<file path="src/rtl/fsel_pkg.sv">
`timescale 1ns/1ps
package fsel_pkg;

  typedef enum logic [2:0] {
    FS_IDLE       = 3'd0,
    FS_RUN        = 3'd1,
    FS_SQUASH     = 3'd2,
    FS_BLOCKED    = 3'd3,
    FS_WAIT_RESP  = 3'd4,
    FS_WAIT_RETRY = 3'd5,
    FS_FILL_DONE  = 3'd6,
    FS_RSVD       = 3'd7
  } fetch_state_e;

  localparam int unsigned MAX_THREADS = 4;
  localparam int unsigned STATE_W     = 3;

  // A thread may fetch when idle, running or just after a line fill.
  function automatic logic state_can_fetch(input logic [STATE_W-1:0] code);
    fetch_state_e s;
    s = fetch_state_e'(code);
    return (s == FS_IDLE) || (s == FS_RUN) || (s == FS_FILL_DONE);
  endfunction

  function automatic int unsigned id_width(input int unsigned n);
    return (n > 1) ? $clog2(n) : 1;
  endfunction

endpackage

</file>
<file path="src/rtl/fsel_eligibility.sv">
`timescale 1ns/1ps
module fsel_eligibility #(
  parameter int unsigned NUM_THREADS = 4
) (
  input  logic [3*NUM_THREADS-1:0] thread_status,
  input  logic [NUM_THREADS-1:0]   thread_active,
  output logic [NUM_THREADS-1:0]   fit_vec
);
  import fsel_pkg::*;

  for (genvar t = 0; t < NUM_THREADS; t++) begin : g_thr
    logic [STATE_W-1:0] code;
    assign code       = thread_status[STATE_W*t +: STATE_W];
    assign fit_vec[t] = thread_active[t] & state_can_fetch(code);
  end

endmodule

</file>
<file path="src/rtl/fsel_order_list.sv">
`timescale 1ns/1ps
module fsel_order_list #(
  parameter int unsigned NUM_THREADS = 4,
  parameter int unsigned ID_W        = 2
) (
  input  logic                        clk,
  input  logic                        rst_n,
  input  logic                        advance,
  input  logic [ID_W-1:0]             win_pos,
  output logic [NUM_THREADS*ID_W-1:0] order_flat
);

  logic [ID_W-1:0] slot_q [NUM_THREADS];
  logic [ID_W-1:0] slot_d [NUM_THREADS];
  logic [ID_W-1:0] win_id;

  assign win_id = slot_q[win_pos];

  for (genvar p = 0; p < NUM_THREADS; p++) begin : g_slot
    localparam logic [ID_W-1:0] POS = ID_W'(p);
    if (p == NUM_THREADS - 1) begin : g_tail
      assign slot_d[p] = win_id;
    end else begin : g_body
      assign slot_d[p] = (POS < win_pos) ? slot_q[p] : slot_q[p+1];
    end

    always_ff @(posedge clk or negedge rst_n) begin
      if (!rst_n)       slot_q[p] <= POS;
      else if (advance) slot_q[p] <= slot_d[p];
    end

    assign order_flat[ID_W*p +: ID_W] = slot_q[p];
  end

  // Presence map, brought out for the permutation check.
  logic [NUM_THREADS-1:0] id_seen;
  always_comb begin
    id_seen = '0;
    for (int p = 0; p < NUM_THREADS; p++) id_seen[slot_q[p]] = 1'b1;
  end

  AST_LIST_IS_PERMUTATION: assert property (@(posedge clk) disable iff (!rst_n)
    $countones(id_seen) == NUM_THREADS);

  AST_LIST_HELD_IDLE: assert property (@(posedge clk) disable iff (!rst_n)
    !advance |=> $stable(order_flat));

endmodule

</file>
<file path="src/rtl/fsel_scan.sv">
`timescale 1ns/1ps
module fsel_scan #(
  parameter int unsigned NUM_THREADS = 4,
  parameter int unsigned ID_W        = 2
) (
  input  logic [NUM_THREADS*ID_W-1:0] order_flat,
  input  logic [NUM_THREADS-1:0]      fit_vec,
  output logic                        found,
  output logic [ID_W-1:0]             found_pos,
  output logic [ID_W-1:0]             found_id
);

  // Walk from tail to head so that the head-most hit is kept last.
  always_comb begin
    found     = 1'b0;
    found_pos = '0;
    found_id  = '0;
    for (int p = NUM_THREADS - 1; p >= 0; p--) begin
      if (fit_vec[order_flat[ID_W*p +: ID_W]]) begin
        found     = 1'b1;
        found_pos = ID_W'(p);
        found_id  = order_flat[ID_W*p +: ID_W];
      end
    end
  end

endmodule

</file>
<file path="src/rtl/fetch_thread_picker.sv">
`timescale 1ns/1ps
module fetch_thread_picker #(
  parameter int unsigned NUM_THREADS = 4,
  parameter int unsigned ID_W        = fsel_pkg::id_width(NUM_THREADS)
) (
  input  logic                     clk,
  input  logic                     rst_n,
  input  logic [3*NUM_THREADS-1:0] thread_status,
  input  logic [NUM_THREADS-1:0]   thread_active,
  input  logic                     single_mode,
  input  logic                     drain_req,
  output logic                     sel_valid,
  output logic [ID_W-1:0]          sel_id
);

  localparam bit SINGLE_LEGAL = (NUM_THREADS == 1);

  logic [NUM_THREADS-1:0]      fit_vec;
  logic [NUM_THREADS*ID_W-1:0] order_flat;
  logic                        rr_found;
  logic [ID_W-1:0]             rr_pos;
  logic [ID_W-1:0]             rr_id;
  logic                        rr_grant;
  logic                        one_grant;
  logic [ID_W-1:0]             tail_id;

  fsel_eligibility #(.NUM_THREADS(NUM_THREADS)) u_elig (
    .thread_status (thread_status),
    .thread_active (thread_active),
    .fit_vec       (fit_vec)
  );

  fsel_scan #(.NUM_THREADS(NUM_THREADS), .ID_W(ID_W)) u_scan (
    .order_flat (order_flat),
    .fit_vec    (fit_vec),
    .found      (rr_found),
    .found_pos  (rr_pos),
    .found_id   (rr_id)
  );

  assign rr_grant  = rr_found & ~single_mode & ~drain_req;
  assign one_grant = SINGLE_LEGAL & single_mode & ~drain_req & fit_vec[0];

  fsel_order_list #(.NUM_THREADS(NUM_THREADS), .ID_W(ID_W)) u_list (
    .clk        (clk),
    .rst_n      (rst_n),
    .advance    (rr_grant),
    .win_pos    (rr_pos),
    .order_flat (order_flat)
  );

  assign sel_valid = rr_grant | one_grant;
  assign sel_id    = rr_grant ? rr_id : '0;
  assign tail_id   = order_flat[ID_W*(NUM_THREADS-1) +: ID_W];

  AST_GRANT_IS_FIT: assert property (@(posedge clk) disable iff (!rst_n)
    sel_valid |-> fit_vec[sel_id]);

  AST_INACTIVE_NOT_GRANTED: assert property (@(posedge clk) disable iff (!rst_n)
    sel_valid |-> thread_active[sel_id]);

  AST_WINNER_TO_TAIL: assert property (@(posedge clk) disable iff (!rst_n)
    (sel_valid && !single_mode) |=> tail_id == $past(sel_id));

  AST_NONE_FIT_NO_GRANT: assert property (@(posedge clk) disable iff (!rst_n)
    (fit_vec == '0) |-> !sel_valid);

  AST_DRAIN_BLOCKS: assert property (@(posedge clk) disable iff (!rst_n)
    drain_req |-> (!sel_valid && !u_list.advance));

  AST_SINGLE_FROZEN: assert property (@(posedge clk) disable iff (!rst_n)
    single_mode |=> $stable(order_flat));

  AST_IDLE_ID_ZERO: assert property (@(posedge clk) disable iff (!rst_n)
    !sel_valid |-> sel_id == '0);

endmodule

</file>
<file path="config.mk">
export PLATFORM = sky130hd
export DESIGN_NAME = fetch_thread_picker
export DESIGN_NICKNAME = d
export VERILOG_FILES = /design/src/rtl/fsel_pkg.sv /design/src/rtl/fsel_eligibility.sv /design/src/rtl/fsel_order_list.sv /design/src/rtl/fsel_scan.sv /design/src/rtl/fetch_thread_picker.sv
export SDC_FILE = /design/constraint.sdc
export NUM_CORES = 1
export LEC_CHECK = 0
export ABC_AREA = 1
export BUFFER_PORTS_ARGS = -buffer_cell sky130_fd_sc_hd__buf_2
export CORE_AREA = 2 2 47 49
export DETAILED_ROUTE_END_ITERATION = 16
export DIE_AREA = 0 0 49 51
export PLACE_DENSITY = 0.82
export SYNTH_ARGS = -nofsm -noshare
export SYNTH_HDL_FRONTEND = slang
export SYNTH_SLANG_ARGS = --single-unit
</file>
<file path="constraint.sdc">
create_clock -name clk -period 1.4 [get_ports clk]
set_input_delay 0.28 -clock clk [delete_from_list [all_inputs] [get_ports clk]]
set_output_delay 0.28 -clock clk [all_outputs]
set_load 0.1 [all_outputs]
</file>
==> run_results.csv <==
group,metric,value,unit
status,outcome,"complete, but fails checks",
status,failing_checks,"setup timing",
setup_path,critical_path.max_stage_delay,0.55,ns
sta,setup_viol_count_final,11,
yosys,yosys_warnings,0,
yosys,ys_top_cells_by_area,"nand2_1, dfstp_2, dfrtp_1",
setup_path,critical_path.n_buffers_inverters,3,
setup_path,cp_cell_sequence,"inv_2 -> nand2_2 -> nand3_2 -> nand2_2 -> inv_4 -> nand2_8 -> nor2_4 -> nor2_4 -> o211ai_1 -> nor2_4 -> buf_12",
setup_path,path_delay_family,"simple AND/OR/NAND/NOR gates",
yosys,post_synth_inst_count,122,
drt,route.antenna.remaining_nets,0,
floorplanning,die_area,2500,um2
yosys,seq_area_frac_synth,23.5,%
cts,clkSinkCount,8,
finish,antenna_cells,0,
yosys,synth_fp_nets,142,
power_and_ir_drop,vdd_drop_max,1.30,mV
setup_path,cp.arrival,1.87,ns
global_routing,global_route.peak_usage_layer,"met2",
cts,cts_made_buffers,3,
cts,h_tree_levels,1,
global_routing,grt_overflow,0,
cts,cts.clk_slew.worst_paths,0.06,ns
sta,timing.final.crit_share,154,%
setup_path,cpMostUsedCell,"nor2_4",
drt,via_cell_ratio,5.20,
worst_hold_path,min_path_type,"input pin to async pin",
yosys,post-synth-top-area-fraction,12.9,%
yosys,synthesis_stage_register_bit_count,8,
setup_path,worst_setup_path_start_kind,"flop",
job,maxCapViolCount,0,
floorplanning,floorplan.initialDensity,42.3,%
drt,drt-wirelength-per-cell,14.0,um
drt,route.detailed.drc,0,
placement,cell_count_post_placement,197,
setup_path,worstPathMaxFanout,3,
setup_path,setup.worst_path.class,"flop to primary output",
setup_path,worstSetupEndpointType,"primary output",
finish,syn2layout_area_growth,72.8,%
sta,final_critical_delay_including_setup_and_external_delays,2.15,ns
global_routing,gr-usage-all-layers,24.5,%
floorplanning,rows,17,
drt,detailroute.via_count,1097,
sta,hold_violations,0,
floorplanning,placeableCoreArea,2060,um2
yosys,synth_largest_area_cell,"nand2_1",
global_routing,grt_antenna_before_repair,0,
setup_path,critical_path_required,1.12,ns
power_and_ir_drop,design_power_total,3830,uW
yosys,synth.lib_cells_used.distinct,24,
global_routing,met2_global_route_usage,48.2,%
global_routing,grt_pass1_wl,4.62,mm
global_routing,global_route_track_usage_on_met1,24.2,%
floorplanning,horiz_die_dim,49,um
placement,pre_cts_slack,-0.596,ns
global_routing,grt_max_degree,9,
drt,detailedRoute.firstIterationViolations,38,
cts,tritoncts,"yes",
sta,max_slew_margin,82.1,%
placement,count_of_buffers_inserted_at_the_top_level_ports,22,
yosys,synth_area,873,um2
placement,dp.final_hpwl,1.93,mm
cts,cts-root-buf,"clkbuf_4",
floorplanning,die_y,51,um
floorplanning,ios,23,
cts,clockBufferDepth,2,
global_routing,via_count_of_the_first_global_routing_pass,1106,
placement,gp_congestion,0.925,
finish,post_route_cells_drive_above_1_share,68.3,%
cts,clock_insertion_delay_worst_skew,0.27,ns
power_and_ir_drop,p_per_area,2540,nW/um2
sta,fmax,464,MHz
sta,tightest_slew,0.268,ns
finish,fin_nets,204,
drt,finalWirelength,2.95,mm
setup_path,worst_path_max_delay_cell,"dfstp_2",
yosys,post_synth.cell_area_avg,7.16,um2
power_and_ir_drop,static-leakage-power,0.000745,uW
sta,post-route-worst-setup-slack,-0.754,ns
drt,drtPass1Iterations,4,
sta,final_count_of_pins_violating_max_slew,0,
global_routing,gr-usage-met3,5.26,%
sta,fin_skew,0.0163,ns
sta,unrepaired_setup_endpoints_after_global_routing,"yes",
finish,final-instance-count-excl-fill,211,
==> stage by stage <==
step	utilization (%)	hold WS (ns)	area (um2)	TNS [ns]
6_report	73.1	0.373	1510	-4.21
3_3_place_gp	61.8	0.124	1270	-3.10
3_5_place_dp	61.8	0.126	1270	-3.79
5_1_grt	73.1	0.388	1510	-4.81
2_1_floorplan	-	-0.0156	897	-2.65
4_1_cts	71.7	0.377	1480	-3.42
==> per-layer routing <==
metal / vias to the layer above / wire [um]
li1: 516 / -
met1: 517 / 1050
met2: 52 / 1590
met3: 12 / 175
met4: 0 / 127
met5: - / 0
==> logic make-up (layout without fill, tap and decap cells) <==
kind of cell	Yosys count	count (layout)	synth area share, %
buf+inv	21	82	9.60
compound gates	24	24	21.3
simple gates	69	69	45.6
flops	8	8	23.5
==> area by class of cell <==
type	count	area [um2]
Clock buffer	4	26.3
Multi-Input combinational cell	93	717
Inverter	21	86.3
Fill cell	151	554
Tap cell	28	35.0
Sequential cell	8	205
Timing Repair Buffer	57	439
==> timing repair <==
item                                   4_1_cts  5_1_grt
setup endpoints to repair                   11       11
resized for setup                           33        7
endpoints found under the hold margin        4        0
pin swaps                                   15        8
hold buffers                                 1        0
setup buffers                                9        1
==> final timing paths <==
kind	slack, ns	end	cells past startpoint	startpoint
max reg2reg	-0.44	flop	9	flop
min in group clk	0.45	u_list.order_flat[2]	5	drain_req
min	0.37	u_list.order_flat[3]	2	rst_n
max in group asynchronous	0.77	async pin	2	rst_n
min reg2reg	0.50	u_list.order_flat[5]	2	u_list.order_flat[5]
max	-0.75	sel_id[1]	11	u_list.order_flat[2]
==> Yosys cell counts <==
| cell | instances |
|---|---|
| nor2_4 | 1 |
| nor3_1 | 1 |
| nand2_4 | 4 |
| inv_4 | 2 |
| nor2_2 | 1 |
| nand2_2 | 5 |
| a21oi_2 | 1 |
| a21oi_1 | 7 |
| o21ai_4 | 2 |
| nand2_8 | 1 |
| a21boi_4 | 1 |
| dfstp_2 | 4 |
| o21ai_0 | 6 |
| o21ai_1 | 3 |
| nor2_1 | 7 |
| inv_1 | 15 |
| o211ai_1 | 1 |
| inv_2 | 4 |
| a21oi_4 | 1 |
| a21boi_2 | 2 |
| nand3_1 | 10 |
| nand2_1 | 30 |
| nand3_2 | 9 |
| dfrtp_1 | 4 |
==> layout by cell type, fill, tap and decap left out, types with 5 or more instances in the layout <==
cell type / Yosys / final
buf_4: 0 / 29
nand2_2: 5 / 13
buf_2: 0 / 19
nor2_1: 7 / 5
nand2_1: 30 / 20
inv_2: 4 / 7
inv_1: 15 / 11
nand2_4: 4 / 6
nand3_2: 9 / 12
buf_6: 0 / 5
==> power by group <==
part           leakage (uW)  switching (uW)  internal [uW]
Sequential        0.0000934             140            384
Combinational      0.000636            1750           1360
Clock             0.0000150            85.6            109
Total              0.000745            1980           1850
==> worst register-to-register path: cells and delay by family (launching register included) <==
| kind | cells | cell delay (ns) |
|---|---|---|
| AO/OA/AOI/OAI | 3 | 0.53 |
| buffers and inverters | 2 | 0.25 |
| flip-flops | 1 | 0.60 |
| AND/OR/NAND/NOR | 4 | 0.40 |
(Power assumes the default switching activity.)
